[src/rtl/llsc_pkg.sv]
// Package: shared types and sub-opcode codes for the reservation monitor.
// Assumes the 4-bit sub-opcode field of the short memory reference group.
package llsc_pkg;

    localparam logic [3:0] SUBOP_LL = 4'b1001;
    localparam logic [3:0] SUBOP_SC = 4'b1000;

    typedef enum logic [1:0] {
        KIND_NONE = 2'd0,
        KIND_LL   = 2'd1,
        KIND_SC   = 2'd2
    } op_kind_e;

    typedef struct packed {
        logic n;
        logic z;
        logic v;
        logic c;
    } cc_t;

endpackage

[src/rtl/llsc_decode.sv]
// Module: llsc_decode
// Turns a request into an operation kind. Codes other than the two acted
// upon, or an idle request, map to KIND_NONE. Purely combinational.
module llsc_decode
    import llsc_pkg::*;
(
    input  logic       op_valid,
    input  logic [3:0] op_code,
    output op_kind_e   kind
);

    // Map the sub-opcode to a kind when a request is present.
    always_comb begin
        kind = KIND_NONE;
        if (op_valid) begin
            case (op_code)
                SUBOP_LL: kind = KIND_LL;
                SUBOP_SC: kind = KIND_SC;
                default:  kind = KIND_NONE;
            endcase
        end
    end

endmodule

[src/rtl/llsc_resv.sv]
// Module: llsc_resv
// Holds the lock register and the reservation-valid bit, and compares the
// snoop address against both the lock and the current request.
// Assumes word-granular reservations, where WORD_LSB low address bits
// select a byte within the word. A snoop in the same cycle as a store
// wins over it, and a snoop on the word being locked blocks the new
// reservation.
module llsc_resv #(
    parameter int ADDR_W   = 32,
    parameter int WORD_LSB = 2
) (
    input  logic              clk,
    input  logic              rst_n,
    input  logic              ll_fire,
    input  logic              sc_fire,
    input  logic [ADDR_W-1:0] op_addr,
    input  logic              snoop_valid,
    input  logic [ADDR_W-1:0] snoop_addr,
    output logic              sc_pass
);

    localparam logic [ADDR_W-1:0] WORD_MASK =
        {{(ADDR_W-WORD_LSB){1'b1}}, {WORD_LSB{1'b0}}};

    logic [ADDR_W-1:0] lock_addr;
    logic              resv_vld;
    logic              snoop_hits_lock;
    logic              snoop_hits_op;
    logic              addr_match;

    // Compare snoop and request word addresses against lock and each other.
    always_comb begin
        snoop_hits_lock = snoop_valid && resv_vld &&
                          ((snoop_addr & WORD_MASK) == lock_addr);
        snoop_hits_op   = snoop_valid &&
                          ((snoop_addr & WORD_MASK) == (op_addr & WORD_MASK));
        addr_match      = ((op_addr & WORD_MASK) == lock_addr);
        sc_pass         = sc_fire && resv_vld && addr_match && !snoop_hits_lock;
    end

    // Open, replace or close the reservation.
    always_ff @(posedge clk) begin
        if (!rst_n) begin
            lock_addr <= '0;
            resv_vld  <= 1'b0;
        end else if (ll_fire) begin
            lock_addr <= op_addr & WORD_MASK;
            resv_vld  <= !snoop_hits_op;
        end else if (sc_fire || snoop_hits_lock) begin
            resv_vld  <= 1'b0;
        end
    end

endmodule

[src/rtl/llsc_ccgen.sv]
// Module: llsc_ccgen
// Computes load flags for a word: sign, zero, V cleared, and C when any
// byte is zero. DATA_W must be a multiple of BYTE_W.
module llsc_ccgen
    import llsc_pkg::*;
#(
    parameter int DATA_W = 32,
    parameter int BYTE_W = 8
) (
    input  logic [DATA_W-1:0] value,
    output cc_t               cc
);

    localparam int NBYTES = DATA_W / BYTE_W;

    logic [NBYTES-1:0] byte_zero;

    for (genvar b = 0; b < NBYTES; b++) begin : g_byte
        // Flag a zero byte lane.
        assign byte_zero[b] = (value[b*BYTE_W +: BYTE_W] == '0);
    end

    // Assemble the flag vector.
    always_comb begin
        cc.n = value[DATA_W-1];
        cc.z = (value == '0);
        cc.v = 1'b0;
        cc.c = |byte_zero;
    end

endmodule

[src/rtl/llsc_monitor.sv]
// Module: llsc_monitor (top)
// Load-locked / store-conditional engine. Memory requests are issued in
// the request cycle. Results leave a two-stage pipeline two edges later.
// Assumes memory returns read data one cycle after the request, and that
// the snoop input carries only references made by other CPUs.
module llsc_monitor
    import llsc_pkg::*;
#(
    parameter int ADDR_W = 32,
    parameter int DATA_W = 32,
    parameter int BYTE_W = 8
) (
    input  logic              clk,
    input  logic              rst_n,
    input  logic              op_valid,
    input  logic [3:0]        op_code,
    input  logic [ADDR_W-1:0] op_addr,
    input  logic [DATA_W-1:0] op_data,
    output logic              mem_req,
    output logic              mem_we,
    output logic [ADDR_W-1:0] mem_addr,
    output logic [DATA_W-1:0] mem_wdata,
    input  logic [DATA_W-1:0] mem_rdata,
    input  logic              snoop_valid,
    input  logic [ADDR_W-1:0] snoop_addr,
    output logic              res_valid,
    output logic [DATA_W-1:0] res_data,
    output logic [3:0]        res_cc
);

    localparam int WORD_LSB = $clog2(DATA_W / BYTE_W);
    localparam logic [ADDR_W-1:0] WORD_MASK =
        {{(ADDR_W-WORD_LSB){1'b1}}, {WORD_LSB{1'b0}}};

    op_kind_e kind;
    logic     sc_pass;
    cc_t      load_cc;
    op_kind_e s1_kind;
    logic     s1_pass;

    llsc_decode u_decode (
        .op_valid (op_valid),
        .op_code  (op_code),
        .kind     (kind)
    );

    llsc_resv #(
        .ADDR_W   (ADDR_W),
        .WORD_LSB (WORD_LSB)
    ) u_resv (
        .clk         (clk),
        .rst_n       (rst_n),
        .ll_fire     (kind == KIND_LL),
        .sc_fire     (kind == KIND_SC),
        .op_addr     (op_addr),
        .snoop_valid (snoop_valid),
        .snoop_addr  (snoop_addr),
        .sc_pass     (sc_pass)
    );

    llsc_ccgen #(
        .DATA_W (DATA_W),
        .BYTE_W (BYTE_W)
    ) u_ccgen (
        .value (mem_rdata),
        .cc    (load_cc)
    );

    // Drive the memory port in the request cycle.
    always_comb begin
        mem_req   = (kind == KIND_LL) || sc_pass;
        mem_we    = sc_pass;
        mem_addr  = op_addr & WORD_MASK;
        mem_wdata = op_data;
    end

    // Stage 1: hold the kind and the store outcome while memory answers.
    always_ff @(posedge clk) begin
        if (!rst_n) begin
            s1_kind <= KIND_NONE;
            s1_pass <= 1'b0;
        end else begin
            s1_kind <= kind;
            s1_pass <= sc_pass;
        end
    end

    // Stage 2: form the result word and flags.
    always_ff @(posedge clk) begin
        if (!rst_n) begin
            res_valid <= 1'b0;
            res_data  <= '0;
            res_cc    <= '0;
        end else begin
            res_valid <= (s1_kind != KIND_NONE);
            if (s1_kind == KIND_LL) begin
                res_data <= mem_rdata;
                res_cc   <= load_cc;
            end else begin
                res_data <= '0;
                res_cc   <= {1'b0, 1'b0, !s1_pass, 1'b0};
            end
        end
    end

endmodule

[config.mk]
export PLATFORM = sky130hd
export DESIGN_NAME = llsc_monitor
export DESIGN_NICKNAME = d
export VERILOG_FILES = /design/src/rtl/llsc_pkg.sv /design/src/rtl/llsc_decode.sv /design/src/rtl/llsc_resv.sv /design/src/rtl/llsc_ccgen.sv /design/src/rtl/llsc_monitor.sv
export SDC_FILE = /design/constraint.sdc
export NUM_CORES = 1
export LEC_CHECK = 0
export BUFFER_PORTS_ARGS = -buffer_cell sky130_fd_sc_hd__buf_2
export CAP_MARGIN = 0
export CELL_PAD_IN_SITES_DETAIL_PLACEMENT = 2
export CELL_PAD_IN_SITES_GLOBAL_PLACEMENT = 2
export CORE_MARGIN = 5
export CORE_UTILIZATION = 22
export DETAILED_ROUTE_END_ITERATION = 16
export PLACE_DENSITY = 0.8
export SLEW_MARGIN = 30
export SYNTH_ARGS = -nofsm -noshare
export SYNTH_HDL_FRONTEND = slang
export SYNTH_SLANG_ARGS = --single-unit
[constraint.sdc]
create_clock -name clk -period 1.8 [get_ports clk]
set_clock_uncertainty 0.2 [all_clocks]
set_input_delay 0.18 -clock clk [delete_from_list [all_inputs] [get_ports clk]]
set_output_delay 0.18 -clock clk [all_outputs]
set_load 0.03 [all_outputs]
==> impl_results.html, run 1 <==
<table>
<tr><th>Metric</th><th>Value</th></tr>
<tr><th colspan="2">Status</th></tr>
<tr><td>Run status</td><td>finished, violations left</td></tr>
<tr><td>Violated checks</td><td>negative setup slack</td></tr>
<tr><th colspan="2">Setup path</th></tr>
<tr><td>CP Capture Type</td><td>primary output</td></tr>
<tr><td>Critical path's most frequent cell</td><td>sky130_fd_sc_hd__buf_4</td></tr>
<tr><td>Biggest fanout along the worst timing path</td><td>3</td></tr>
<tr><td>Delay of the slowest cell on the worst path</td><td>0.36 ns</td></tr>
<tr><td>Arr. time, crit path</td><td>2.05 ns</td></tr>
<tr><td>Reg2Reg Launch Point</td><td>u_resv.lock_addr[19]</td></tr>
<tr><td>Startpoint Class</td><td>register</td></tr>
<tr><td>Critical path buffers and inverters</td><td>3</td></tr>
<tr><td>Crit path max-delay family</td><td>simple AND/OR/NAND/NOR gates</td></tr>
<tr><td>Slowest CP cell</td><td>sky130_fd_sc_hd__dfxtp_4</td></tr>
<tr><td>Worst Setup SP</td><td>u_resv.lock_addr[19]</td></tr>
<tr><td>Critical-path cell list</td><td>xor2_2 -&gt; nor4_2 -&gt; buf_4 -&gt; nand4_1 -&gt; o21ai_1 -&gt; buf_4 -&gt; o21ai_2 -&gt; buf_6</td></tr>
<tr><td>Data required time at the worst endpoint</td><td>1.42 ns</td></tr>
<tr><td>Category of the most critical setup path</td><td>register to primary output</td></tr>
<tr><th colspan="2">Clocking</th></tr>
<tr><td>H-tree level count</td><td>3</td></tr>
<tr><td>TritonCTS Buffers</td><td>9</td></tr>
<tr><td>CTS Sinks</td><td>70</td></tr>
<tr><td>Clock tree from TritonCTS</td><td>done</td></tr>
<tr><td>Clock input transition at the sequential cells of the worst setup and hold paths</td><td>0.06 ns</td></tr>
<tr><td>Clock latency at the later pin of the worst-skew pair</td><td>0.34 ns</td></tr>
<tr><td>Clock Tree Root</td><td>sky130_fd_sc_hd__clkbuf_16</td></tr>
<tr><td>Maximum buffer depth of the clock tree</td><td>2</td></tr>
<tr><th colspan="2">Pwr</th></tr>
<tr><td>Power density over the cells</td><td>756 nW/um^2</td></tr>
<tr><td>Leakage</td><td>2.64 nW</td></tr>
<tr><td>VDD IR max</td><td>440 uV</td></tr>
<tr><td>Tot Pwr</td><td>4.34 mW</td></tr>
<tr><th colspan="2">Floorplan</th></tr>
<tr><td>Placement row count</td><td>47</td></tr>
<tr><td>Die extent in y</td><td>140 um</td></tr>
<tr><td>Placeable core region</td><td>16500 sq um</td></tr>
<tr><td>Die outline area</td><td>19500 sq um</td></tr>
<tr><td>Die width</td><td>140 um</td></tr>
<tr><td>Effective utilization at floorplan</td><td>22.4%</td></tr>
<tr><td>Top-Level Pins</td><td>239</td></tr>
<tr><th colspan="2">Synthesis</th></tr>
<tr><td>Part of the Yosys area used for sequential elements</td><td>37.9%</td></tr>
<tr><td>Summed instance area of the synthesized netlist</td><td>3700 sq um</td></tr>
<tr><td>Number of distinct library cell variants in the gate-level netlist after synthesis</td><td>25</td></tr>
<tr><td>Mean instance size in the synthesized netlist</td><td>8.62 sq um</td></tr>
<tr><td>Synth warnings</td><td>0</td></tr>
<tr><td>Register bit total from synthesis</td><td>70</td></tr>
<tr><td>Number of standard cells after synthesis</td><td>429</td></tr>
<tr><th colspan="2">STA</th></tr>
<tr><td>Slew at the pin closest to its max-slew limit</td><td>0.515 ns</td></tr>
<tr><td>Sum of negative setup slack</td><td>-1.67 ns</td></tr>
<tr><td>Relative slew margins</td><td>65.3%</td></tr>
<tr><td>Portion of the clock cycle consumed by the worst path in the final layout</td><td>135%</td></tr>
<tr><td>Final Hold Fails</td><td>0</td></tr>
<tr><td>RSZ-0062 raised after global routing</td><td>yes</td></tr>
<tr><td>Fin. max-slew vios</td><td>0</td></tr>
<tr><td>Post-layout minimum cycle time</td><td>2.43 ns</td></tr>
<tr><td>Fmax achieved</td><td>0.412 GHz</td></tr>
<tr><td>Worst Setup Slack, final</td><td>-0.625 ns</td></tr>
<tr><td>Worst slack on hold paths</td><td>0.0315 ns</td></tr>
<tr><td>Final setup viols</td><td>4</td></tr>
<tr><th colspan="2">Layout</th></tr>
<tr><td>Most frequent cells in the layout</td><td>sky130_fd_sc_hd__buf_2 (160), sky130_fd_sc_hd__nand2_1 (68), sky130_fd_sc_hd__dfxtp_1 (59), sky130_fd_sc_hd__buf_4 (55), sky130_fd_sc_hd__xor2_1 (48)</td></tr>
<tr><td>Non-Filler Instances</td><td>849</td></tr>
<tr><td>Layout overhead on the synthesized area</td><td>55.3%</td></tr>
<tr><td>Fraction of final layout cells with drive strength greater than 1</td><td>44.7%</td></tr>
<tr><td>Layout net count</td><td>757</td></tr>
<tr><td>Final core occ</td><td>34.8%</td></tr>
<tr><td>Post-Layout Inst Area</td><td>5750 sq um</td></tr>
<tr><td>Commonest non-fill, non-tap cell in the layout</td><td>sky130_fd_sc_hd__buf_2</td></tr>
<tr><th colspan="2">Drt</th></tr>
<tr><td>Count of nets left with antenna violations after detail routing</td><td>0</td></tr>
<tr><td>Via count of the routed design</td><td>3826</td></tr>
<tr><td>WL/cell</td><td>22.1 um</td></tr>
<tr><td>TritonRoute pass-1 iters</td><td>4</td></tr>
<tr><td>Violation count after the first detailed-routing iteration</td><td>114</td></tr>
<tr><td>Routed Wire Length</td><td>18700 um</td></tr>
<tr><td>Count of unresolved DRC violations after routing</td><td>0</td></tr>
<tr><td>Via density per instance</td><td>4.51</td></tr>
<tr><th colspan="2">Global routing</th></tr>
<tr><td>Overall track demand over capacity in global routing</td><td>18.1%</td></tr>
<tr><td>Aggregate global routing overflow</td><td>0</td></tr>
<tr><td>Via count of the first global-routing pass</td><td>4566</td></tr>
<tr><td>First-pass GRT wire length</td><td>27400 um</td></tr>
<tr><td>Initial antenna violation count</td><td>3</td></tr>
<tr><td>Maximum number of pins on one net before global-route repair</td><td>37</td></tr>
<tr><th colspan="2">Placed design</th></tr>
<tr><td>Worst slack at placement</td><td>-0.295 ns</td></tr>
<tr><td>DP Area</td><td>4690 sq um</td></tr>
<tr><td>HPWL reported at the end of detailed placement</td><td>13100 um</td></tr>
<tr><td>Number of port buffers</td><td>168</td></tr>
<tr><td>Final weighted congestion of routability-driven global placement</td><td>0.849</td></tr>
<tr><td>Total instance count after detailed placement</td><td>792</td></tr>
<tr><th colspan="2">Worst hold path</th></tr>
<tr><td>Startpoint of the most critical hold path</td><td>op_addr[6]</td></tr>
<tr><td>Min-delay worst type</td><td>input pin to register</td></tr>
<tr><th colspan="2">Flow run</th></tr>
<tr><td>Max-capacitance violation count</td><td>0</td></tr>
</table>
cell type report:
cell class	instances	area, sq um
sequential	70	1420
timing repair buffer	260	1680
tap	220	275
clock inverter	7	104
antenna	3	7.51
clock buffer	9	225
multi-input combinational	279	2030
inverter	1	3.75
fill	1829	10800
timing repair:
action / in CTS / in global routing
resized for setup: 22 / 38
hold endpoints to repair: 42 / 0
pin swaps: 7 / 20
endpoints found under the setup margin: 4 / 5
hold buffers: 41 / 0
buffers inserted: 1 / 3
logic make-up after synthesis:
family          Yosys count  synth area share [%]
other cells               1                 0.101
xor+xnor                 90                  21.3
compound gates           35                  4.87
buf+inv                  81                  14.9
flops                    70                  37.9
simple gates            152                  20.9
synth_stat cells, drive strengths merged:
| master | n | area (sq um) |
|---|---|---|
| and2 | 1 | 6.26 |
| and4bb | 1 | 12.5 |
| xnor2 | 39 | 342 |
| conb | 1 | 3.75 |
| a21oi | 30 | 150 |
| nand4 | 14 | 87.6 |
| xor2 | 51 | 447 |
| nor2 | 6 | 22.5 |
| and3 | 32 | 200 |
| clkinv | 1 | 3.75 |
| dfxtp | 70 | 1400 |
| or4 | 2 | 15.0 |
| nand4bb | 1 | 11.3 |
| a41oi | 1 | 8.76 |
| nor3 | 5 | 25.0 |
| buf | 69 | 507 |
| clkbuf | 11 | 41.3 |
| nor4 | 21 | 131 |
| nor2b | 1 | 6.26 |
| nand2 | 68 | 255 |
| o21ai | 3 | 15.0 |
| o22ai | 1 | 6.26 |
registers in the layout, indices dropped and copies added, names as in the netlist:
name,flops
res_cc,3
u_resv.lock_addr,30
res_valid,1
u_resv.resv_vld,1
s1_pass,1
s1_kind,2
res_data,32
final timing paths:
| check | slack, ns | depth (start not counted) | to |
|---|---|---|---|
| worst max-delay path | -0.63 | 8 | mem_req |
| worst max register to register | -0.23 | 8 | u_resv.resv_vld |
| worst min-delay path | 0.03 | 4 | u_resv.lock_addr[6] |
| worst min register to register | 0.20 | 1 | res_cc[1] |
worst register-to-register path, stage by stage, from the launching register on:
cell	delay (ns)
sky130_fd_sc_hd__dfxtp_4	0.36
sky130_fd_sc_hd__xor2_2	0.16
sky130_fd_sc_hd__nor4_2	0.35
sky130_fd_sc_hd__buf_4	0.17
sky130_fd_sc_hd__nand4_1	0.12
sky130_fd_sc_hd__o21ai_1	0.18
sky130_fd_sc_hd__buf_4	0.15
sky130_fd_sc_hd__buf_4	0.14
sky130_fd_sc_hd__o22ai_4	0.07
routing by layer:
layer / GRT usage [%] / routed length, um / up-vias
li1: - / - / 1753
met1: 20.1 / 7360 / 1877
met2: 33.2 / 9920 / 147
met3: 3.19 / 735 / 49
met4: 8.77 / 716 / 0
met5: 0 / 0 / -
report_power, final:
group          switching (mW)  internal (mW)
clock                   0.781           1.23
sequential             0.0125           1.56
combinational           0.430          0.330
total                    1.22           3.12
No activity file was read; power rests on OpenSTA's default activity.
==> inputs of run 2 (changes only) <==
--- a/config.mk
+++ b/config.mk
@@ -9,11 +9,13 @@
 export CAP_MARGIN = 0
 export CELL_PAD_IN_SITES_DETAIL_PLACEMENT = 2
 export CELL_PAD_IN_SITES_GLOBAL_PLACEMENT = 2
-export CORE_MARGIN = 5
+export CORE_MARGIN = 3
 export CORE_UTILIZATION = 22
 export DETAILED_ROUTE_END_ITERATION = 16
 export PLACE_DENSITY = 0.8
+export SKIP_CTS_REPAIR_TIMING = 1
 export SLEW_MARGIN = 30
 export SYNTH_ARGS = -nofsm -noshare
 export SYNTH_HDL_FRONTEND = slang
 export SYNTH_SLANG_ARGS = --single-unit
+export TNS_END_PERCENT = 5
==> run 2 against run 1 <==
Against the previous run:
- the flow finishes with violations (negative hold slack, negative setup slack)
- clock power down 2%
- sequential power barely moved
- hold slack worse by 0.057 ns
- sequential share of layout area increased by 0.55 points
- power decreased by 1.4%
- register-to-register slack hardly changed
- global-route usage is 2.0 points lower
- critical endpoint unchanged
- cell count decreased by 0.59%
- combinational power down 3.0%
- routed wire length decreased by 7.0%
- core utilization shrank 0.38 points
==> impl_results.html, run 2 (synthesis results as in run 1) <==
<table>
<tr><th>Metric</th><th>Value</th></tr>
<tr><th colspan="2">Status</th></tr>
<tr><td>Violated checks</td><td>negative hold slack, negative setup slack</td></tr>
<tr><td>Run status</td><td>finished, violations left</td></tr>
<tr><th colspan="2">Layout</th></tr>
<tr><td>Post-Layout Inst Area</td><td>5560 sq um (-3.2%)</td></tr>
<tr><td>Fraction of final layout cells with drive strength greater than 1</td><td>40.9% (-3.8 points)</td></tr>
<tr><td>Layout net count</td><td>760 (+0.40%)</td></tr>
<tr><td>Largest register by flop count</td><td>res_data</td></tr>
<tr><td>Number of flip-flops under the largest register name</td><td>32 (unchanged)</td></tr>
<tr><td>Commonest non-fill, non-tap cell in the layout</td><td>sky130_fd_sc_hd__buf_2</td></tr>
<tr><td>Antenna diode count</td><td>0 (-3)</td></tr>
<tr><td>Layout overhead on the synthesized area</td><td>50.4%</td></tr>
<tr><td>Non-Filler Instances</td><td>844 (-0.59%)</td></tr>
<tr><td>Most frequent cells in the layout</td><td>sky130_fd_sc_hd__buf_2 (166), sky130_fd_sc_hd__nand2_1 (68), sky130_fd_sc_hd__dfxtp_1 (67), sky130_fd_sc_hd__buf_4 (53), sky130_fd_sc_hd__xor2_1 (49)</td></tr>
<tr><td>Largest registers</td><td>res_data: 32 flops, u_resv.lock_addr: 30 flops, res_cc: 3 flops</td></tr>
<tr><th colspan="2">Global routing</th></tr>
<tr><td>First-pass GRT wire length</td><td>22700 um (-17%)</td></tr>
<tr><td>Maximum number of pins on one net before global-route repair</td><td>35 (-5.4%)</td></tr>
<tr><td>Aggregate global routing overflow</td><td>0 (unchanged)</td></tr>
<tr><td>Initial antenna violation count</td><td>0 (-3)</td></tr>
<tr><td>Via count of the first global-routing pass</td><td>3943 (-14%)</td></tr>
<tr><td>Overall track demand over capacity in global routing</td><td>16.1% (-2.0 points)</td></tr>
<tr><th colspan="2">Pwr</th></tr>
<tr><td>Sequential share of power</td><td>36.7% (+0.5 points)</td></tr>
<tr><td>Internal power of the cells</td><td>3.13 mW (+0.38%)</td></tr>
<tr><td>Part of the power in the clock network</td><td>46.1% (-0.2 points)</td></tr>
<tr><td>VDD IR max</td><td>402 uV (-8.6%)</td></tr>
<tr><td>Switching part of the total</td><td>26.9% (-1.3 points)</td></tr>
<tr><td>Total net switching power</td><td>1.15 mW (-5.9%)</td></tr>
<tr><td>Tot Pwr</td><td>4.28 mW (-1.4%)</td></tr>
<tr><td>Portion of total power attributed to combinational logic</td><td>17.2% (-0.3 points)</td></tr>
<tr><td>Power density over the cells</td><td>770 nW/um^2 (+1.9%)</td></tr>
<tr><td>Leakage</td><td>2.58 nW (-2.4%)</td></tr>
<tr><th colspan="2">STA</th></tr>
<tr><td>Worst slack on hold paths</td><td>-0.0254 ns (-0.0569 ns)</td></tr>
<tr><td>Fmax achieved</td><td>0.405 GHz (-1.7%)</td></tr>
<tr><td>RSZ-0062 raised after global routing</td><td>yes</td></tr>
<tr><td>Post-layout minimum cycle time</td><td>2.47 ns (+0.0417 ns)</td></tr>
<tr><td>Portion of the clock cycle consumed by the worst path in the final layout</td><td>137% (+2.3 points)</td></tr>
<tr><td>Final Hold Fails</td><td>2 (+2)</td></tr>
<tr><td>Final setup viols</td><td>5 (+1)</td></tr>
<tr><td>Worst Setup Slack, final</td><td>-0.667 ns (-0.0417 ns)</td></tr>
<tr><td>Fin. max-slew vios</td><td>0 (unchanged)</td></tr>
<tr><th colspan="2">Floorplan</th></tr>
<tr><td>Die outline area</td><td>18400 sq um (-5.6%)</td></tr>
<tr><td>Die extent in y</td><td>136 um (-2.9%)</td></tr>
<tr><td>Top-Level Pins</td><td>239 (unchanged)</td></tr>
<tr><td>Placement row count</td><td>46 (-2.1%)</td></tr>
<tr><td>Effective utilization at floorplan</td><td>22.9% (+0.49 points)</td></tr>
<tr><td>Placeable core region</td><td>16200 sq um (-2.1%)</td></tr>
<tr><td>Die width</td><td>136 um (-2.9%)</td></tr>
<tr><th colspan="2">Clocking</th></tr>
<tr><td>Clock latency at the later pin of the worst-skew pair</td><td>0.34 ns (about the same)</td></tr>
<tr><td>Clock Tree Root</td><td>sky130_fd_sc_hd__clkbuf_16</td></tr>
<tr><td>TritonCTS Buffers</td><td>9 (unchanged)</td></tr>
<tr><td>H-tree level count</td><td>3 (unchanged)</td></tr>
<tr><td>Maximum buffer depth of the clock tree</td><td>2 (unchanged)</td></tr>
<tr><td>Clock input transition at the sequential cells of the worst setup and hold paths</td><td>0.06 ns (about the same)</td></tr>
<tr><td>CTS Sinks</td><td>70 (unchanged)</td></tr>
<tr><td>Clock tree from TritonCTS</td><td>done</td></tr>
<tr><th colspan="2">Drt</th></tr>
<tr><td>Count of unresolved DRC violations after routing</td><td>0 (unchanged)</td></tr>
<tr><td>Violation count after the first detailed-routing iteration</td><td>73 (-36%)</td></tr>
<tr><td>WL/cell</td><td>20.7 um (-6.4%)</td></tr>
<tr><td>Routed Wire Length</td><td>17400 um (-7.0%)</td></tr>
<tr><td>Count of nets left with antenna violations after detail routing</td><td>0 (unchanged)</td></tr>
<tr><td>Via density per instance</td><td>4.52 (+0.38%)</td></tr>
<tr><td>Via count of the routed design</td><td>3818 (-0.21%)</td></tr>
<tr><td>TritonRoute pass-1 iters</td><td>4 (unchanged)</td></tr>
<tr><th colspan="2">Placed design</th></tr>
<tr><td>Final weighted congestion of routability-driven global placement</td><td>0.852 (+0.29%)</td></tr>
<tr><td>Total instance count after detailed placement</td><td>788 (-0.51%)</td></tr>
<tr><td>HPWL reported at the end of detailed placement</td><td>12600 um (-3.7%)</td></tr>
<tr><td>Number of port buffers</td><td>168 (unchanged)</td></tr>
<tr><td>Worst slack at placement</td><td>-0.375 ns (-0.0799 ns)</td></tr>
<tr><td>DP Area</td><td>4690 sq um (-0.11%)</td></tr>
<tr><th colspan="2">Setup path</th></tr>
<tr><td>Critical path buffers and inverters</td><td>1 (-2)</td></tr>
<tr><td>Slowest CP cell</td><td>sky130_fd_sc_hd__dfxtp_1</td></tr>
<tr><td>Startpoint Class</td><td>register</td></tr>
<tr><td>Delay of the slowest cell on the worst path</td><td>0.35 ns (about the same)</td></tr>
<tr><td>Arr. time, crit path</td><td>2.09 ns (+0.04 ns)</td></tr>
<tr><td>Critical path's most frequent cell</td><td>sky130_fd_sc_hd__nand4_1</td></tr>
<tr><td>Data required time at the worst endpoint</td><td>1.42 ns (about the same)</td></tr>
<tr><td>Category of the most critical setup path</td><td>register to primary output</td></tr>
<tr><td>CP Capture Type</td><td>primary output</td></tr>
<tr><td>Crit path max-delay family</td><td>simple AND/OR/NAND/NOR gates</td></tr>
<tr><td>Critical-path cell list</td><td>xnor2_1 -&gt; nand4_1 -&gt; nor4_2 -&gt; nand4_1 -&gt; o21ai_2 -&gt; buf_6</td></tr>
<tr><td>Biggest fanout along the worst timing path</td><td>3 (unchanged)</td></tr>
<tr><th colspan="2">Worst hold path</th></tr>
<tr><td>Min-delay worst type</td><td>input pin to register</td></tr>
<tr><th colspan="2">Flow run</th></tr>
<tr><td>Max-capacitance violation count</td><td>0 (unchanged)</td></tr>
</table>
run 2: power groups by stage:
stage	sequential [mW]	combinational (mW)	clock, mW
2_1_floorplan	1.61	0.433	0
5_1_grt	1.57	0.783	2.07
6_report	1.57	0.736	1.97
4_1_cts	1.57	0.632	1.99
3_5_place_dp	1.61	0.625	0
3_3_place_gp	1.61	0.604	0
run 2: through the flow:
stage,utilization [%],setup TNS (ns)
2_1_floorplan,-,-0.0211
3_3_place_gp,29.0,-1.12
3_5_place_dp,29.0,-1.26
4_1_cts,31.0,-2.18
5_1_grt,34.4,-2.05
6_report,34.4,-1.83
run 2: cell type report:
type,instances,area [sq um]
clock buffer,10,239
sequential,70,1410
clock inverter,5,81.3
multi-input combinational,279,1880
tap,216,270
timing repair buffer,263,1680
inverter,1,3.75
fill,1811,10600
run 2: final timing paths:
path,start,endpoint,slack [ns],cells after the start
setup / recovery,u_resv.lock_addr[5],mem_req,-0.67,6
hold / removal,op_addr[15],u_resv.lock_addr[15],-0.03,3
setup reg to reg,u_resv.lock_addr[20],u_resv.resv_vld,-0.24,8
hold reg to reg,s1_pass,res_cc[1],0.20,1
run 2: worst min-delay path: stages:
cell,delay [ns]
sky130_fd_sc_hd__buf_2,0.14
sky130_fd_sc_hd__nand2_1,0.07
sky130_fd_sc_hd__a21oi_1,0.07
run 2: routing by layer:
metal,track usage (%),up-vias,part of all wire (%)
met5,0,-,0
met4,4.76,0,2.8
met3,2.56,36,4.6
met2,30.9,136,54
met1,18.2,1888,38
li1,-,1758,-
==> inputs of run 3 (changes only) <==
--- a/config.mk
+++ b/config.mk
@@ -6,13 +6,14 @@
 export NUM_CORES = 1
 export LEC_CHECK = 0
 export BUFFER_PORTS_ARGS = -buffer_cell sky130_fd_sc_hd__buf_2
-export CAP_MARGIN = 0
+export CAP_MARGIN = 20
 export CELL_PAD_IN_SITES_DETAIL_PLACEMENT = 2
 export CELL_PAD_IN_SITES_GLOBAL_PLACEMENT = 2
 export CORE_MARGIN = 3
 export CORE_UTILIZATION = 22
 export DETAILED_ROUTE_END_ITERATION = 16
 export PLACE_DENSITY = 0.8
+export REMOVE_ABC_BUFFERS = 1
 export SKIP_CTS_REPAIR_TIMING = 1
 export SLEW_MARGIN = 30
 export SYNTH_ARGS = -nofsm -noshare
==> run 3 against run 2 <==
Against the previous run:
- clock power decreased by 7%
- the flow still finishes with violations (negative hold slack, negative setup slack)
- power decreased by 2.8%
- cell count increased by 2.1%
- critical endpoint is now mem_we
- largest power group unchanged
==> impl_results.html, run 3 (synthesis results as in run 1) <==
<table>
<tr><th>Metric</th><th>Value</th></tr>
<tr><th colspan="2">Status</th></tr>
<tr><td>Run status</td><td>finished, violations left</td></tr>
<tr><td>Violated checks</td><td>negative hold slack, negative setup slack</td></tr>
<tr><th colspan="2">Global routing</th></tr>
<tr><td>Initial antenna violation count</td><td>2 (+2)</td></tr>
<tr><td>First-pass GRT wire length</td><td>24000 um (+6.0%)</td></tr>
<tr><td>Via count of the first global-routing pass</td><td>4166 (+5.7%)</td></tr>
<tr><td>Aggregate global routing overflow</td><td>0 (unchanged)</td></tr>
<tr><td>Maximum number of pins on one net before global-route repair</td><td>35 (unchanged)</td></tr>
<tr><td>Overall track demand over capacity in global routing</td><td>17.5% (+1.4 points)</td></tr>
<tr><th colspan="2">Clocking</th></tr>
<tr><td>Clock input transition at the sequential cells of the worst setup and hold paths</td><td>0.06 ns (about the same)</td></tr>
<tr><td>H-tree level count</td><td>3 (unchanged)</td></tr>
<tr><td>Maximum buffer depth of the clock tree</td><td>2 (unchanged)</td></tr>
<tr><td>Clock latency at the later pin of the worst-skew pair</td><td>0.34 ns (about the same)</td></tr>
<tr><td>Clock Tree Root</td><td>sky130_fd_sc_hd__clkbuf_16</td></tr>
<tr><td>TritonCTS Buffers</td><td>9 (unchanged)</td></tr>
<tr><td>CTS Sinks</td><td>70 (unchanged)</td></tr>
<tr><td>Clock tree from TritonCTS</td><td>done</td></tr>
<tr><th colspan="2">Drt</th></tr>
<tr><td>Violation count after the first detailed-routing iteration</td><td>145 (+99%)</td></tr>
<tr><td>Via density per instance</td><td>4.55 (+0.50%)</td></tr>
<tr><td>Via count of the routed design</td><td>3919 (+2.6%)</td></tr>
<tr><td>TritonRoute pass-1 iters</td><td>4 (unchanged)</td></tr>
<tr><td>Count of unresolved DRC violations after routing</td><td>0 (unchanged)</td></tr>
<tr><td>Count of nets left with antenna violations after detail routing</td><td>0 (unchanged)</td></tr>
<tr><td>Routed Wire Length</td><td>18400 um (+5.7%)</td></tr>
<tr><td>WL/cell</td><td>21.4 um (+3.5%)</td></tr>
<tr><th colspan="2">Worst hold path</th></tr>
<tr><td>Min-Delay Path Depth</td><td>4 (+1)</td></tr>
<tr><td>Min-delay worst type</td><td>input pin to register</td></tr>
<tr><th colspan="2">Setup path</th></tr>
<tr><td>Category of the most critical setup path</td><td>register to primary output</td></tr>
<tr><td>Logic depth of the worst setup path including buffers</td><td>7 (+1)</td></tr>
<tr><td>Slowest CP cell</td><td>sky130_fd_sc_hd__dfxtp_2</td></tr>
<tr><td>Arr. time, crit path</td><td>1.97 ns (-0.12 ns)</td></tr>
<tr><td>Critical path's most frequent cell</td><td>sky130_fd_sc_hd__buf_4</td></tr>
<tr><td>Crit path max-delay family</td><td>simple AND/OR/NAND/NOR gates</td></tr>
<tr><td>Critical path buffers and inverters</td><td>3 (+2)</td></tr>
<tr><td>Delay of the slowest cell on the worst path</td><td>0.35 ns (about the same)</td></tr>
<tr><td>Biggest fanout along the worst timing path</td><td>3 (unchanged)</td></tr>
<tr><td>Startpoint Class</td><td>register</td></tr>
<tr><td>CP Capture Type</td><td>primary output</td></tr>
<tr><td>Worst reg2reg path depth</td><td>8 (unchanged)</td></tr>
<tr><td>Data required time at the worst endpoint</td><td>1.42 ns (about the same)</td></tr>
<tr><td>Critical-path cell list</td><td>xor2_1 -&gt; nor4_2 -&gt; buf_4 -&gt; nand4_1 -&gt; buf_4 -&gt; nor2_4 -&gt; buf_6</td></tr>
<tr><th colspan="2">Layout</th></tr>
<tr><td>Fill cell instance count of the final layout</td><td>1811 (unchanged)</td></tr>
<tr><td>Largest register by flop count</td><td>res_data</td></tr>
<tr><td>Area of combinational cells with multiple inputs</td><td>1840 sq um (-1.8%)</td></tr>
<tr><td>Register Area</td><td>1420 sq um (+0.62%)</td></tr>
<tr><td>Most frequent cells in the layout</td><td>sky130_fd_sc_hd__buf_2 (166), sky130_fd_sc_hd__nand2_1 (68), sky130_fd_sc_hd__buf_4 (68), sky130_fd_sc_hd__dfxtp_1 (60), sky130_fd_sc_hd__xor2_1 (50)</td></tr>
<tr><td>Fraction of final layout cells with drive strength greater than 1</td><td>43.3% (+2.4 points)</td></tr>
<tr><td>Number of flip-flops under the largest register name</td><td>32 (unchanged)</td></tr>
<tr><td>Layout overhead on the synthesized area</td><td>52.2%</td></tr>
<tr><td>Commonest non-fill, non-tap cell in the layout</td><td>sky130_fd_sc_hd__buf_2</td></tr>
<tr><td>Non-Filler Instances</td><td>862 (+2.1%)</td></tr>
<tr><td>Final core occ</td><td>34.8% (+0.43 points)</td></tr>
<tr><td>Largest registers</td><td>res_data: 32 flops, u_resv.lock_addr: 30 flops, res_cc: 3 flops</td></tr>
<tr><td>Layout net count</td><td>775 (+2.0%)</td></tr>
<tr><th colspan="2">Floorplan</th></tr>
<tr><td>Die outline area</td><td>18400 sq um (unchanged)</td></tr>
<tr><td>Die extent in y</td><td>136 um (unchanged)</td></tr>
<tr><td>Placeable core region</td><td>16200 sq um (unchanged)</td></tr>
<tr><td>Die width</td><td>136 um (unchanged)</td></tr>
<tr><td>Effective utilization at floorplan</td><td>22.9% (unchanged)</td></tr>
<tr><td>Top-Level Pins</td><td>239 (unchanged)</td></tr>
<tr><td>Placement row count</td><td>46 (unchanged)</td></tr>
<tr><th colspan="2">STA</th></tr>
<tr><td>Final setup viols</td><td>4 (-1)</td></tr>
<tr><td>Fin. max-slew vios</td><td>0 (unchanged)</td></tr>
<tr><td>Worst slack on hold paths</td><td>-0.00105 ns (+0.0243 ns)</td></tr>
<tr><td>Post-layout minimum cycle time</td><td>2.35 ns (-0.116 ns)</td></tr>
<tr><td>Fmax achieved</td><td>0.425 GHz (+4.9%)</td></tr>
<tr><td>Slew at the pin closest to its max-slew limit</td><td>0.506 ns</td></tr>
<tr><td>RSZ-0062 raised after global routing</td><td>yes</td></tr>
<tr><td>Portion of the clock cycle consumed by the worst path in the final layout</td><td>131% (-6.5 points)</td></tr>
<tr><td>Final Hold Fails</td><td>1 (-1)</td></tr>
<tr><td>Worst Setup Slack, final</td><td>-0.551 ns (+0.116 ns)</td></tr>
<tr><td>Relative slew margins</td><td>65.9%</td></tr>
<tr><th colspan="2">Pwr</th></tr>
<tr><td>Power density over the cells</td><td>739 nW/um^2 (-3.9%)</td></tr>
<tr><td>Tot Pwr</td><td>4.16 mW (-2.8%)</td></tr>
<tr><td>Leakage</td><td>2.65 nW (+2.6%)</td></tr>
<tr><td>VDD IR max</td><td>429 uV (+6.6%)</td></tr>
<tr><th colspan="2">Placed design</th></tr>
<tr><td>Number of port buffers</td><td>168 (unchanged)</td></tr>
<tr><td>Final weighted congestion of routability-driven global placement</td><td>0.833 (-2.3%)</td></tr>
<tr><td>Worst slack at placement</td><td>-0.371 ns (+0.00436 ns)</td></tr>
<tr><td>Total instance count after detailed placement</td><td>802 (+1.8%)</td></tr>
<tr><td>HPWL reported at the end of detailed placement</td><td>13200 um (+5.0%)</td></tr>
<tr><th colspan="2">Flow run</th></tr>
<tr><td>Max-capacitance violation count</td><td>0 (unchanged)</td></tr>
</table>
-- run 3: cell type report --
cell class	instances	area share [%]
Clock buffer	9	4.00
Sequential cell	70	25.2
Tap cell	216	4.80
Inverter	1	0.0667
Multi-Input combinational cell	279	32.7
Clock inverter	7	1.29
Antenna cell	2	0.0889
Timing Repair Buffer	278	31.9
-- run 3: final timing paths --
path | from | endpoint | slack [ns]
max | u_resv.lock_addr[10] | mem_we | -0.55
min reg2reg | s1_pass | res_cc[1] | 0.23
min | mem_rdata[28] | res_cc[0] | -0.001
max reg2reg | u_resv.lock_addr[8] | u_resv.resv_vld | -0.18
-- run 3: where the power goes --
group	switching, mW	internal (mW)	leakage (nW)
Clock	0.758	1.08	0.142
Sequential	0.0122	1.56	0.570
Combinational	0.406	0.348	1.94
Total	1.18	2.99	2.65
-- run 3: stage by stage --
step / hold WS, ns / area, sq um / setup TNS (ns)
detailed placement: 0.160 / 4790 / -0.936
global route: 0.0278 / 5630 / -1.87
floorplan: 0.0593 / 3150 / -0.318
finish: -0.00105 / 5630 / -1.44
CTS: -0.126 / 5090 / -1.58
global placement: 0.160 / 4790 / -0.760
-- run 3: layer usage --
metal	track usage, %	routed length, um	share of wire [%]	vias to the layer above
li1	-	-	-	1794
met1	18.9	7030	38	1913
met2	31.0	9560	52	180
met3	7.06	1340	7.3	32
met4	6.05	506	2.7	0
met5	0	0	0	-
-- run 3: worst reg2reg max path, cell delays in order (launching register included) --
cell,delay (ns)
sky130_fd_sc_hd__dfxtp_2,0.34
sky130_fd_sc_hd__buf_4,0.15
sky130_fd_sc_hd__xor2_2,0.19
sky130_fd_sc_hd__nor4_2,0.25
sky130_fd_sc_hd__nand4_1,0.16
sky130_fd_sc_hd__o21ai_2,0.26
sky130_fd_sc_hd__buf_4,0.16
sky130_fd_sc_hd__buf_4,0.10
sky130_fd_sc_hd__o22ai_1,0.05
